`src/rtl/lpstop_pkg.sv`:
```
package lpstop_pkg;

  typedef enum logic [1:0] {
    ST_RUN     = 2'd0,
    ST_WAIT    = 2'd1,
    ST_STOPPED = 2'd2
  } lpstop_state_t;

  // Controller is drained when no blocker is active.
  function automatic logic is_drained(input logic busy,
                                      input logic xfer,
                                      input logic fill_nz,
                                      input logic dma,
                                      input logic irq_pend);
    return !(busy | xfer | fill_nz | dma | irq_pend);
  endfunction

  // Next state of the stop-entry sequencer.
  function automatic lpstop_state_t next_state(input lpstop_state_t cur,
                                               input logic req,
                                               input logic drained);
    lpstop_state_t n;
    n = cur;
    case (cur)
      ST_RUN:     if (req) n = ST_WAIT;
      ST_WAIT:    if (!req) n = ST_RUN; else if (drained) n = ST_STOPPED;
      ST_STOPPED: if (!req) n = ST_RUN;
      default:    n = ST_RUN;
    endcase
    return n;
  endfunction

endpackage

```
`src/rtl/lpstop_drain.sv`:
```
module lpstop_drain #(
  parameter int FLAG_W = 8,
  parameter int FILL_W = 6
) (
  input  logic              busy,
  input  logic              xfer,
  input  logic [FILL_W-1:0] rx_fill,
  input  logic              rx_dma,
  input  logic [FLAG_W-1:0] flags,
  input  logic [FLAG_W-1:0] irq_en,
  output logic              irq_pend,
  output logic              drained
);
  import lpstop_pkg::*;

  logic [FLAG_W-1:0] masked;

  genvar g;
  generate
    for (g = 0; g < FLAG_W; g++) begin : g_mask
      assign masked[g] = flags[g] & irq_en[g];
    end
  endgenerate

  assign irq_pend = |masked;
  assign drained  = is_drained(busy, xfer, |rx_fill, rx_dma, irq_pend);
endmodule

```
`src/rtl/lpstop_fsm.sv`:
```
module lpstop_fsm (
  input  logic                     clk,
  input  logic                     rst_n,
  input  logic                     req,
  input  logic                     drained,
  output lpstop_pkg::lpstop_state_t state,
  output logic                     nxt_stopped
);
  import lpstop_pkg::*;

  lpstop_state_t nxt;

  always_comb nxt = next_state(state, req, drained);
  assign nxt_stopped = (nxt == ST_STOPPED);

  always_ff @(posedge clk) begin
    if (!rst_n) state <= ST_RUN;
    else        state <= nxt;
  end
endmodule

```
`src/rtl/lpstop_gate.sv`:
```
module lpstop_gate #(
  parameter int ADDR_W = 12,
  parameter int DATA_W = 32,
  localparam int BE_W  = DATA_W / 8
) (
  input  logic              clk,
  input  logic              rst_n,
  input  logic              mod_dis,
  input  logic              slv_en,
  input  logic              nxt_stopped,
  input  logic              stopped,
  input  logic [ADDR_W-1:0] slv_addr,
  input  logic [BE_W-1:0]   slv_be,
  input  logic              slv_wr,
  input  logic [DATA_W-1:0] slv_wdata,
  output logic              reg_clk_en,
  output logic              mem_clk_en,
  output logic [ADDR_W-1:0] mm_addr,
  output logic [BE_W-1:0]   mm_be,
  output logic              mm_wr,
  output logic [DATA_W-1:0] mm_wdata
);
  logic bus_open;

  // Enables come straight from flops so the clock gate sees clean levels.
  always_ff @(posedge clk) begin
    if (!rst_n) begin
      reg_clk_en <= !mod_dis;
      mem_clk_en <= 1'b1;
    end else begin
      reg_clk_en <= !mod_dis && !nxt_stopped;
      mem_clk_en <= slv_en && !nxt_stopped;
    end
  end

  assign bus_open = slv_en && !stopped;
  assign mm_addr  = slv_addr  & {ADDR_W{bus_open}};
  assign mm_be    = slv_be    & {BE_W{bus_open}};
  assign mm_wr    = slv_wr    & bus_open;
  assign mm_wdata = slv_wdata & {DATA_W{bus_open}};
endmodule

```
`src/rtl/lpstop_ctrl.sv`:
```
module lpstop_ctrl #(
  parameter int FLAG_W = 8,
  parameter int FILL_W = 6,
  parameter int ADDR_W = 12,
  parameter int DATA_W = 32,
  localparam int BE_W  = DATA_W / 8
) (
  input  logic              clk,
  input  logic              rst_n,
  input  logic              stop_req,
  input  logic              mod_dis,
  input  logic              slv_en,
  input  logic              st_busy,
  input  logic              st_bus_xfer,
  input  logic [FILL_W-1:0] st_rx_fill,
  input  logic              st_rx_dma,
  input  logic [FLAG_W-1:0] st_flags,
  input  logic [FLAG_W-1:0] st_irq_en,
  input  logic [ADDR_W-1:0] slv_addr,
  input  logic [BE_W-1:0]   slv_be,
  input  logic              slv_wr,
  input  logic [DATA_W-1:0] slv_wdata,
  output logic              stop_ack,
  output logic              reg_clk_en,
  output logic              mem_clk_en,
  output logic [ADDR_W-1:0] mm_addr,
  output logic [BE_W-1:0]   mm_be,
  output logic              mm_wr,
  output logic [DATA_W-1:0] mm_wdata
);
  import lpstop_pkg::*;

  logic          drained_w;
  logic          irq_pend_w;
  logic          nxt_stopped_w;
  logic          stopped_w;
  lpstop_state_t state_w;

  lpstop_drain #(.FLAG_W(FLAG_W), .FILL_W(FILL_W)) u_drain (
    .busy(st_busy), .xfer(st_bus_xfer), .rx_fill(st_rx_fill),
    .rx_dma(st_rx_dma), .flags(st_flags), .irq_en(st_irq_en),
    .irq_pend(irq_pend_w), .drained(drained_w)
  );

  lpstop_fsm u_fsm (
    .clk(clk), .rst_n(rst_n), .req(stop_req), .drained(drained_w),
    .state(state_w), .nxt_stopped(nxt_stopped_w)
  );

  assign stopped_w = (state_w == ST_STOPPED);
  assign stop_ack  = stopped_w;

  lpstop_gate #(.ADDR_W(ADDR_W), .DATA_W(DATA_W)) u_gate (
    .clk(clk), .rst_n(rst_n), .mod_dis(mod_dis), .slv_en(slv_en),
    .nxt_stopped(nxt_stopped_w), .stopped(stopped_w),
    .slv_addr(slv_addr), .slv_be(slv_be), .slv_wr(slv_wr),
    .slv_wdata(slv_wdata),
    .reg_clk_en(reg_clk_en), .mem_clk_en(mem_clk_en),
    .mm_addr(mm_addr), .mm_be(mm_be), .mm_wr(mm_wr), .mm_wdata(mm_wdata)
  );
endmodule

```
`config.mk`:
```
export PLATFORM = sky130hd
export DESIGN_NAME = lpstop_ctrl
export DESIGN_NICKNAME = d
export VERILOG_FILES = /design/src/rtl/lpstop_pkg.sv /design/src/rtl/lpstop_drain.sv /design/src/rtl/lpstop_fsm.sv /design/src/rtl/lpstop_gate.sv /design/src/rtl/lpstop_ctrl.sv
export SDC_FILE = /design/constraint.sdc
export NUM_CORES = 1
export LEC_CHECK = 0
export BUFFER_PORTS_ARGS = -buffer_cell sky130_fd_sc_hd__buf_4
export CAP_MARGIN = 20
export CORE_AREA = 2 2 52 54
export CTS_CLUSTER_SIZE = 40
export DETAILED_ROUTE_END_ITERATION = 10
export DIE_AREA = 0 0 54 56
export MAX_ROUTING_LAYER = met4
export PLACE_DENSITY_LB_ADDON = 0.12
export SKIP_CTS_REPAIR_TIMING = 1
export SLEW_MARGIN = 20
export SYNTH_ARGS = -nofsm -noshare
export SYNTH_HDL_FRONTEND = slang
export SYNTH_SLANG_ARGS = --single-unit
```
`constraint.sdc`:
```
create_clock -name clk -period 4 [get_ports clk]
set_input_delay 1 -clock clk [delete_from_list [all_inputs] [get_ports clk]]
set_output_delay 1 -clock clk [all_outputs]
set_load 0.01 [all_outputs]
```
After elaboration in Yosys (flattened, before gate mapping). Cells that the tools add are included.

Add/subtract/negate cells: 0. Multiply operators: 0. Div/mod/pow operators: 0. $lt $le $gt $ge: 0. Equal/unequal tests: 3. Shifts and indexed selects: 0. Muxes and demuxes: 6. Bitwise logic cells: 16. Reduce and logical (&&, ||, !) cells: 9.

Operator list (number): 32-bit bitwise AND (1); 12-bit bitwise AND (1); 1-bit bitwise AND (9); 2-bit 2-to-1 mux (4); 8-bit OR reduction (1); 2-bit one-hot mux with 3 select lines (1); 6-bit OR reduction (1); 4-bit bitwise AND (1); 2-bit == test, second input constant (2); 1-bit bitwise OR (4); 1-bit logical AND (3); 1-bit logical NOT (3); 2-bit by 1-bit == test with 1-bit output, second input constant (1); 2-bit logical NOT (1); 1-bit 2-to-1 mux (1).

Flip-flop bits (word level): 4. Latch bits: 0. RAM bits: 0. Bits in read-only memories: 0. Input port bits: 79. Output and inout port bits: 52. Memories kept: 0.

Depth between registers and ports, before layout. Gate-level depths: netlist of run 1.

Depth in word-level cells: 11. Depth in mapped cells: 5. Mapped depth without buffers: 4.

By module. A second synthesis of run 1 with hierarchy kept.

Cells, all modules: 79. Area, all modules: 619.3 µm².

Modules (own cells, without submodules): lpstop_gate (instances 1, cells each 60, area each 435.4 µm²); lpstop_drain (instances 1, cells each 10, area each 92.6 µm²); lpstop_fsm (instances 1, cells each 8, area each 77.6 µm²); lpstop_ctrl (instances 1, cells each 1, area each 13.8 µm²).

Worst setup path after synthesis of run 1. OpenSTA, ideal clock, no wires.

Kind: input port to output port. From: input slv_en. To: output mm_addr[0]. Arrival time: 1.708 ns. Required time: 3.000 ns. Slack: 1.292 ns. Stages on the path: 4. Buffers on the path: 2. Cells stage by stage: nor2b_1 -> clkbuf_2 -> clkbuf_2 -> and2_1.

Longest elaborated chain between the ends: 2.

RTL lines: from (decl) (line lpstop_ctrl.sv:12) `input logic slv_en,`; 1-bit logical AND (line lpstop_gate.sv:36) `assign bus_open = slv_en && !stopped;`; 12-bit bitwise AND (line lpstop_gate.sv:37) `assign mm_addr = slv_addr & {ADDR_W{bus_open}};`; to (decl) (line lpstop_ctrl.sv:26) `output logic [ADDR_W-1:0] mm_addr,`.

Every way passes these cells.

Worst setup path in the final report of run 1.
From: input slv_en. To: output mm_be[0].

Longest elaborated chain between the ends: 2.

RTL lines: 1-bit logical AND (line lpstop_gate.sv:36); 4-bit bitwise AND (line lpstop_gate.sv:38) `assign mm_be = slv_be & {BE_W{bus_open}};`; to (decl) (line lpstop_ctrl.sv:27) `output logic [BE_W-1:0] mm_be,`.

Every way passes these cells.

==> results of run 1 <==
[worst max-delay path, cell delays in order]
cell and delay [ns]:
buf_4 0.11, nor2b_2 0.14, buf_4 0.24, and2_1 0.20, buf_4 0.14
[per-stage QoR]
stage	total power, mW	setup slack, ns	hold WS, ns
after floorplan	0.0881	1.29	0.536
after global placement	0.185	1.19	0.573
after detailed placement	0.188	1.17	0.570
after CTS	0.240	1.16	0.580
after global routing	0.253	1.11	0.615
final	0.235	1.17	0.572
[report_power, final]
part | switching [mW] | internal, mW
Combinational | 0.0471 | 0.0957
Sequential | 0.000648 | 0.0417
Clock | 0.0162 | 0.0335
[cells by family after synthesis]
kind of cell	Yosys count	synth area share
simple gates	62	0.718
compound gates	6	0.0982
buf+inv	6	0.0437
flops	4	0.140
[cell usage in the layout (no fill, tap or decap), types with 2 or more instances in the layout]
cell        n
nor2b_1     2
buf_4     131
a22oi_1     2
dfxtp_1     4
and2_1     49
clkbuf_4    3
[state kept, by name (all words and copies together) (netlist names)]
| signal | flops |
|---|---|
| u_fsm.state | 2 |
| u_gate.mem_clk_en | 1 |
| u_gate.reg_clk_en | 1 |
[worst min path at each step]
stage,end,slack (ns),start,cells past startpoint
after floorplan,u_fsm.state[1]$_SDFF_PN0_,0.54,u_fsm.state[0]$_SDFF_PN0_,2
after global placement,u_fsm.state[1]$_SDFF_PN0_,0.57,u_fsm.state[0]$_SDFF_PN0_,2
after detailed placement,u_fsm.state[1]$_SDFF_PN0_,0.57,u_fsm.state[0]$_SDFF_PN0_,2
after CTS,u_fsm.state[1]$_SDFF_PN0_,0.58,u_fsm.state[0]$_SDFF_PN0_,2
after global routing,u_fsm.state[1]$_SDFF_PN0_,0.62,u_fsm.state[0]$_SDFF_PN0_,2
final,u_fsm.state[1]$_SDFF_PN0_,0.57,u_fsm.state[0]$_SDFF_PN0_,2
[layout make-up]
cell class                 instances  area (um2)  area share
timing repair buffer             131         983       0.616
multi-input combinational         68         470       0.294
sequential                         4        80.1      0.0501
tap                               30        37.5      0.0235
clock buffer                       3        22.5      0.0141
inverter                           1        3.75     0.00235
[Yosys cell counts]
master	count
a21oi_1	1
a222oi_1	1
a22oi_1	2
and2_1	49
and3b_2	1
clkbuf_1	3
clkbuf_2	2
dfxtp_1	4
inv_1	1
nand2_1	1
nand2b_4	1
nand3_1	1
nand3_2	1
nand4b_2	1
nor2_2	1
nor2b_1	3
nor3_1	1
nor4_1	1
o21ai_0	1
o31ai_4	1
or4_4	1
[metal layers]
layer	vias to the layer above	wire (um)
met5	-	0
met4	0	80
met3	8	372
met2	72	1440
met1	418	859
li1	508	-
==> flow_summary.json, run 1 <==
{
  "status": "finished clean",
  "htree_levels": 1,
  "fp.dieW_um": 54,
  "drive_gt1_frac": 0.686,
  "end_kind": "primary output",
  "period_share": 0.708,
  "critical_path_class": "in2out",
  "cts_tree": "yes",
  "reg2reg_to": "u_gate.mem_clk_en$_SDFF_PN1_",
  "ant_nets": 0,
  "arrival_ns": 1.83,
  "grt_max_degree": 50,
  "antennaDiodeCount": 0,
  "antenna_found_initial": 0,
  "slew_violations": 0,
  "grt_first_pass_wirelength_um": 3880,
  "yosysSeqAreaShare": 0.140,
  "wirelength_um": 2750,
  "core_area_um2": 2430,
  "synth_top_cell_area_share": 0.535,
  "initial_utilization": 0.236,
  "syn2layout_area_growth_pct": 179,
  "fin_util": 0.657,
  "clock-sinks": 4,
  "setup-violations-final": 0,
  "met1_usage": 0.173,
  "clk_latency_ns": 0.23,
  "layout.nets": 288,
  "fillerInstances": 212,
  "drt_first_pass_iters": 4,
  "drc_errors": 0,
  "drt_iter0_markers": 23,
  "cts_buffer_depth": 2,
  "p_per_area_nw_per_um2": 147,
  "grt.busiest_layer": "met2",
  "critPathMaxFanout": 49,
  "fmax_mhz": 353,
  "io_buffers": 130,
  "final_cell_area_um2": 1600,
  "die_y_um": 56,
  "wl_per_cell_um": 11.6,
  "reg2reg_depth": 3,
  "dieArea_um2": 3020,
  "setup_tns_ns": 0,
  "placed_cell_area_um2": 1580,
  "synth_warnings": 0,
  "grtUsageMet2": 0.301,
  "vias": 1006,
  "cts_buffers": 3,
  "avgSynthCellArea_um2": 7.35,
  "final_cell_count_no_fill": 237,
  "clkTransAtPathRegs_ns": 0.04,
  "synth_seq_cells": 4,
  "synth_top_area_cell": "and2_1",
  "drv_cap": 0,
  "synth_area_leaders": "and2_1 (53%), dfxtp_1 (14%), o31ai_4 (3.7%)",
  "grt_overflow": 0,
  "leakage_nw": 0.896,
  "mappedNetlistArea_um2": 573,
  "hold_class": "reg2reg",
  "ir_worst_vdd_mv": 0.0967,
  "place_congestion": 0.707,
  "maxSlewHeadroom": 0.783,
  "fin_worst_skew_ns": 0.00322,
  "finalCriticalPeriod_ns": 2.83,
  "critPathCapture": "mm_be[0]",
  "root_buffer": "clkbuf_4",
  "tightest_slew_ns": 0.323,
  "cp-start-kind": "input pin",
  "dpl.cell_count": 234,
  "via_per_inst": 4.24,
  "cp-startpoint": "slv_en",
  "grtUsageMet3": 0.0403,
  "first_global_vias": 861,
  "timing.rr.start": "u_fsm.state[0]$_SDFF_PN0_",
  "ff2ff_setup_slack_ns": 3.01,
  "io_pins": 131,
  "synth_cell_types": 21,
  "grtUsageTotal": 0.176,
  "syn_inst": 78,
  "syn-num-nets": 157,
  "core.rowCount": 18,
  "crit_required_ns": 3.00,
  "finalHoldViolations": 0,
  "rsz0062_at_grt": "no"
}
Note: power is estimated with default switching activity, not from simulation.
==> inputs of run 2 (changes only) <==
CORE_AREA = 2 2 53 55   (was 2 2 52 54)
DIE_AREA = 0 0 55 57   (was 0 0 54 56)
clock period = 2.71 ns   (was 4 ns; I/O delays follow)
==> flow_summary.json, run 2 (synthesized netlist as in run 1, its figures left out) <==
{
  "clock-sinks": 4,
  "antenna_found_initial": 0,
  "place_congestion": 0.672,
  "drt_first_pass_iters": 4,
  "hold_class": "reg2reg",
  "holdPathEnd": "u_fsm.state[1]$_SDFF_PN0_",
  "top_register": "u_fsm.state",
  "multi_input_area_um2": 475,
  "core_area_um2": 2620,
  "final_cell_count_no_fill": 237,
  "drv_cap": 0,
  "wl_per_cell_um": 11.6,
  "syn2layout_area_growth_pct": 179,
  "arrival_ns": 1.68,
  "root_buffer": "clkbuf_4",
  "io_buffers": 130,
  "pre_cts_ws_ns": -0.0622,
  "fmax_mhz": 424,
  "timing.rr.start": "u_fsm.state[0]$_SDFF_PN0_",
  "ff2ff_setup_slack_ns": 1.63,
  "layout_commonest_cell": "buf_4",
  "initial_utilization": 0.219,
  "tightest_slew_ns": 0.665,
  "vias": 1020,
  "io_pins": 131,
  "cp-start-kind": "input pin",
  "placed_cell_area_um2": 1570,
  "die_y_um": 57,
  "maxSlewHeadroom": 0.556,
  "slew_violations": 0,
  "fin_worst_skew_ns": 0.00509,
  "wirelength_um": 2740,
  "drt_iter0_markers": 15,
  "final_cell_mix": "buf_4 (130), and2_1 (49), dfxtp_1 (4)",
  "crit_required_ns": 2.03,
  "first_global_vias": 920,
  "reg.largest.list": "u_fsm.state: 2 flops, u_gate.mem_clk_en: 1 flops, u_gate.reg_clk_en: 1 flops",
  "p_per_area_nw_per_um2": 218,
  "cts_buffer_depth": 2,
  "layout.nets": 287,
  "period_share": 0.871,
  "grtUsageMet2": 0.315,
  "htree_levels": 1,
  "drive_gt1_frac": 0.684,
  "grt_overflow": 0,
  "clkTransAtPathRegs_ns": 0.04,
  "reg2reg_to": "u_gate.mem_clk_en$_SDFF_PN1_",
  "fillerInstances": 223,
  "grtUsageTotal": 0.165,
  "fp.dieW_um": 55,
  "dieArea_um2": 3140,
  "critPathMaxFanout": 49,
  "via_per_inst": 4.30,
  "final_cell_area_um2": 1600,
  "reg2reg_depth": 4,
  "hold_depth": 2,
  "rsz0062_at_grt": "no",
  "met1_usage": 0.150,
  "hold_start": "u_fsm.state[0]$_SDFF_PN0_",
  "finalHoldViolations": 0,
  "setup-violations-final": 0,
  "largest_reg_flops": 2,
  "core.rowCount": 19,
  "antennaDiodeCount": 0,
  "finalCriticalPeriod_ns": 2.36,
  "cts_tree": "yes",
  "grt_first_pass_wirelength_um": 3770,
  "end_kind": "primary output",
  "cts_buffers": 3,
  "leakage_nw": 0.896,
  "seq_area_um2": 80.1,
  "dpl.cell_count": 234,
  "grtUsageMet3": 0.0314,
  "critical_path_class": "in2out",
  "ir_worst_vdd_mv": 0.178,
  "ant_nets": 0,
  "drc_errors": 0,
  "fin_ws_ns": 0.351,
  "status": "finished clean",
  "grt_max_degree": 50,
  "clk_latency_ns": 0.24,
  "grt.busiest_layer": "met2"
}
[run 2: cell type report]
cell class / instances / area share
multi-input cells: 68 / 0.298
repair buffers: 130 / 0.611
well taps: 31 / 0.0243
inverters: 1 / 0.00235
flip-flops and latches: 4 / 0.0502
clock buffers: 3 / 0.0141
[run 2: power by group]
part	switching [mW]	internal, mW
sequential	0.00102	0.0616
clock	0.0254	0.0496
combinational	0.0696	0.141
[run 2: layer usage]
layer  share of wire  up-vias  wire [um]
met5               0        -          0
met4           0.018        0         49
met3            0.13        7        362
met2            0.55       72       1510
met1            0.30      434        821
li1                -      507          -
[run 2: how the worst max path moves through the flow]
stage,start,end,slack (ns),cells past startpoint
after floorplan,slv_en,mm_addr[0],0.65,4
after global placement,slv_en,mm_wdata[14],0.03,4
after detailed placement,slv_en,mm_wdata[16],-0.06,4
after CTS,slv_en,mm_wdata[16],-0.06,4
after global routing,slv_en,mm_wdata[16],0.17,4
final,slv_en,mm_wdata[7],0.35,4
[run 2: critical path, cell delays in order]
cell and delay (ns):
buf_4 0.08, nor2b_4 0.56, and2_1 0.23, buf_4 0.12
[run 2: stage by stage]
| step | TNS [ns] | util | total power, mW | hold slack, ns |
|---|---|---|---|---|
| 3_5_place_dp | -2.01 | 0.600 | 0.276 | 0.576 |
| 6_report | 0 | 0.611 | 0.348 | 0.582 |
| 3_3_place_gp | 0 | 0.600 | 0.273 | 0.566 |
| 4_1_cts | -2.10 | 0.609 | 0.355 | 0.587 |
| 5_1_grt | 0 | 0.611 | 0.373 | 0.603 |
| 2_1_floorplan | 0 | - | 0.130 | 0.536 |
